File: src/rtl/byp_pkg.sv
package byp_pkg;
    localparam int unsigned IDX_W  = 5;
    localparam int unsigned DATA_W = 32;
    localparam int unsigned SEL_W  = 2;

    typedef enum logic [SEL_W-1:0] {
        SRC_RF   = 2'd0,
        SRC_NEAR = 2'd1,
        SRC_FAR  = 2'd2
    } src_e;
endpackage

File: src/rtl/byp_hit.sv
module byp_hit #(
    parameter int unsigned IDX_W = 5
) (
    input  logic             wen,
    input  logic [IDX_W-1:0] dst,
    input  logic [IDX_W-1:0] src,
    output logic             hit
);
    localparam logic [IDX_W-1:0] ZERO_REG = '0;

    always_comb begin
        hit = wen && (dst != ZERO_REG) && (dst == src);
    end
endmodule

File: src/rtl/byp_pick.sv
module byp_pick
    import byp_pkg::*;
(
    input  logic near_hit,
    input  logic far_hit,
    output src_e sel
);
    always_comb begin
        if (near_hit)     sel = SRC_NEAR;
        else if (far_hit) sel = SRC_FAR;
        else              sel = SRC_RF;
    end
endmodule

File: src/rtl/byp_mux.sv
module byp_mux
    import byp_pkg::*;
#(
    parameter int unsigned DATA_W = 32
) (
    input  src_e              sel,
    input  logic [DATA_W-1:0] rf_val,
    input  logic [DATA_W-1:0] near_val,
    input  logic [DATA_W-1:0] far_val,
    output logic [DATA_W-1:0] y
);
    always_comb begin
        unique case (sel)
            SRC_NEAR: y = near_val;
            SRC_FAR:  y = far_val;
            default:  y = rf_val;
        endcase
    end
endmodule

File: src/rtl/byp_operand_net.sv
module byp_operand_net
    import byp_pkg::*;
(
    input  logic [IDX_W-1:0]  src_a_idx,
    input  logic [IDX_W-1:0]  src_b_idx,
    input  logic [DATA_W-1:0] rf_a_val,
    input  logic [DATA_W-1:0] rf_b_val,
    input  logic              ex_wen,
    input  logic [IDX_W-1:0]  ex_dst,
    input  logic [DATA_W-1:0] ex_val,
    input  logic              wb_wen,
    input  logic [IDX_W-1:0]  wb_dst,
    input  logic [DATA_W-1:0] wb_val,
    output logic [DATA_W-1:0] opnd_a,
    output logic [DATA_W-1:0] opnd_b,
    output logic [SEL_W-1:0]  sel_a,
    output logic [SEL_W-1:0]  sel_b
);
    localparam int unsigned N_OPND = 2;

    typedef struct packed {
        logic [SEL_W-1:0]  sel;
        logic [DATA_W-1:0] val;
    } opnd_t;

    logic [IDX_W-1:0]  src_idx [N_OPND];
    logic [DATA_W-1:0] rf_val  [N_OPND];
    opnd_t             res_d   [N_OPND];

    always_comb begin
        src_idx[0] = src_a_idx;
        src_idx[1] = src_b_idx;
        rf_val[0]  = rf_a_val;
        rf_val[1]  = rf_b_val;
    end

    for (genvar g = 0; g < N_OPND; g++) begin : g_opnd
        logic              near_hit;
        logic              far_hit;
        src_e              sel;
        logic [DATA_W-1:0] val;

        byp_hit #(.IDX_W(IDX_W)) u_near_hit (
            .wen (ex_wen),
            .dst (ex_dst),
            .src (src_idx[g]),
            .hit (near_hit)
        );

        byp_hit #(.IDX_W(IDX_W)) u_far_hit (
            .wen (wb_wen),
            .dst (wb_dst),
            .src (src_idx[g]),
            .hit (far_hit)
        );

        byp_pick u_pick (
            .near_hit (near_hit),
            .far_hit  (far_hit),
            .sel      (sel)
        );

        byp_mux #(.DATA_W(DATA_W)) u_mux (
            .sel      (sel),
            .rf_val   (rf_val[g]),
            .near_val (ex_val),
            .far_val  (wb_val),
            .y        (val)
        );

        always_comb begin
            res_d[g].sel = sel;
            res_d[g].val = val;
        end
    end

    always_comb begin
        opnd_a = res_d[0].val;
        sel_a  = res_d[0].sel;
        opnd_b = res_d[1].val;
        sel_b  = res_d[1].sel;
    end
endmodule

File: config.mk
export PLATFORM = sky130hd
export DESIGN_NAME = byp_operand_net
export DESIGN_NICKNAME = d
export VERILOG_FILES = /design/src/rtl/byp_pkg.sv /design/src/rtl/byp_hit.sv /design/src/rtl/byp_pick.sv /design/src/rtl/byp_mux.sv /design/src/rtl/byp_operand_net.sv
export SDC_FILE = /design/constraint.sdc
export NUM_CORES = 1
export LEC_CHECK = 0
export ABC_AREA = 0
export BUFFER_PORTS_ARGS = -buffer_cell sky130_fd_sc_hd__buf_2
export CORE_AREA = 2 2 84 86
export DETAILED_ROUTE_END_ITERATION = 7
export DIE_AREA = 0 0 86 88
export PLACE_DENSITY_LB_ADDON = 0.25
export SYNTH_ARGS = -nofsm -noshare
export SYNTH_HDL_FRONTEND = slang
export SYNTH_HIERARCHICAL = 1
export SYNTH_SLANG_ARGS = --single-unit
File: constraint.sdc
create_clock -name vclk -period 5.45
set_input_delay 0.545 -clock vclk [all_inputs]
set_output_delay 0.545 -clock vclk [all_outputs]
set_load 0.02 [all_outputs]
==> impl_results.md <==
* Final setup vio count at 0
* Seq/Total Area, Yosys at 0
* Max_slew headroom at 0.136
* Internal at 0.0865 mW
* Hold buffers post-CTS at 0
* Critical Path Fanout Max at 32
* Buffers plus inverters on the worst setup path at 3
* Most common cell on crit path: buf_2
* FP Rows at 30
* Clk network pwr share at 0
* Via-per-instance ratio at 5.00
* Global-route wire length before repair at 11.0 mm
* WS Path Type: primary input to output pin
* Crit path largest cell delay at 1.00 ns
* Max VDD drop at 41.4 uV
* Net Sw Power at 0.115 mW
* N_diodes at 0
* GRT Overall Usage at 0.171
* RSZ-0062 raised after global routing: false
* Reg power frac at 0
* Switching Share at 0.570
* Worst Max-Slew Pin Slew at 1.30 ns
* Clock Buffer Count at 0
* Comb pwr share at 1.000
* Die Ht at 88 um
* FMAX at 270 MHz
* Area leader, netlist: a22oi_1
* Vias at 2705
* Post-synth cell types at 16
* Yosys warning count at 6
* Setup_tns at 0 ns
* GR Overflow Total at 0
* Post-CTS setup buffers at 0
* I/O pins at 218
* Top delay family on crit path: adder cells
* DP HPWL at 5.58 mm
* Mapped Area at 1620 um^2
* Fin. max-slew vios at 0
* Initial antenna violation count at 0
* Post-route ant nets at 0
* DIE AREA at 7570 um^2
* Die Width at 86 um
* Residual DRC at 0
* Seq. cell area at 0 um^2
* Post-CTS sizing at 0
* Setup crit end kind: output pin
* Status: finished clean
* Hold Crit Class: primary input to output pin
* Number of global-route vias before repair at 2423
* Initial core utilization at 0.244
* Layout cell share with drive strength beyond 1 at 0.492
* Initial drt markers at 125
* Seq Cell Count at 0
* Buffers on Ports at 218
* Drt total wl at 7.31 mm
* Syn Inst Count at 270
* Worst Setup Start Kind: primary input
* Fin. Hold Viols at 0
* Slowest CP cell: ha_1
* Fin crit share at 0.679
* Worst Hold Launch: rf_b_val[20]
* Min Clock Period, post-route at 3.70 ns
* Static Leak at 1.33 nW
* Pin count of the biggest net entering global routing at 65
* Cell with the most instances after synthesis: nand2_1
* Synth top cells by count: 68 x nand2_1, 64 x a22oi_1, 64 x o21ai_1
* Max-cap violations at 0
* Largest cells by area after synthesis: a22oi_1 30%, o21ai_1 20%, nand2_1 16%
* Worst path cell trace: buf_2 > xor2_1 > nor3_1 > and4_1 > nor2b_4 > inv_1 > ha_1 > a22oi_1 > o21ai_0 > buf_2
* Critical Path RT at 4.91 ns
* Core Util, Final at 0.398
* Drt pass-1 iters at 6
* Core box area at 6640 um^2
* Pwr/cell area at 76.2 nW/um^2
* CP arrival at 3.16 ns
* Area grow syn2layout at 63.0%
* Area share of the largest cell type after synthesis at 0.296
* Hold path depth at 4
* WL/cell at 13.5 um
* Placer Congestion at 0.833
* Syn nets at 424
* Synth Area per Inst at 6.01 um^2
* Nets@finish at 617
* Hold EP: opnd_b[20]
cells by family (layout without fill, tap and decap cells):
family | after synthesis | count (layout) | share of synthesized area
AO/OA/AOI/OAI | 132 | 132 | 0.506
XOR/XNOR | 16 | 16 | 0.0864
adder cells (fa/ha/maj) | 4 | 4 | 0.0309
buffers and inverters | 32 | 223 | 0.122
AND/OR/NAND/NOR | 86 | 86 | 0.255
layout by cell type (no fill, tap or decap):
master and instances:
buf_2 218, nand2_1 68, o21ai_1 64, a22oi_1 64, xor2_1 12, nor4_2 4, or2_0 4, xnor2_1 4
nor3_1 4, and4_1 4, inv_1 4, o21ai_0 4, ha_2 2, ha_1 2, nor2b_4 2, buf_4 1
power groups by stage:
stage	combinational, mW	sequential (mW)	clock (mW)
floorplan	0.101	0	0
global placement	0.200	0	0
detailed placement	0.201	0	0
CTS	0.202	0	0
global route	0.220	0	0
finish	0.201	0	0
through the flow:
step,instance area [um^2],hold WS (ns),power [mW],worst slack [ns],instances
2_1_floorplan,1620,1.27,0.101,2.66,270
3_3_place_gp,2640,1.41,0.200,1.79,541
3_5_place_dp,2640,1.42,0.201,1.72,541
4_1_cts,2640,1.42,0.202,1.73,541
5_1_grt,2640,1.43,0.220,1.58,541
6_report,2640,1.41,0.201,1.75,541
layout make-up:
class	instances	area, um^2
Timing Repair Buffer	219	1100
Inverter	4	15.0
Tap cell	80	100
Multi-Input combinational cell	238	1430
Fill cell	758	4000
per-layer routing:
metal,part of all wire,global-route usage
met4,0.0033,0.0101
met3,0.078,0.0141
met1,0.40,0.205
met5,0,0
met2,0.52,0.344
worst max-delay path by stage:
| stage | from | to | slack (ns) | depth (start not counted) |
|---|---|---|---|---|
| floorplan | src_a_idx[3] | opnd_a[21] | 2.66 | 9 |
| global placement | ex_dst[3] | opnd_b[31] | 1.79 | 10 |
| detailed placement | ex_dst[3] | opnd_b[31] | 1.72 | 10 |
| CTS | ex_dst[3] | opnd_b[31] | 1.73 | 10 |
| global route | ex_dst[3] | opnd_b[31] | 1.58 | 10 |
| finish | ex_dst[3] | opnd_b[31] | 1.75 | 10 |
(Power assumes the default switching activity.)
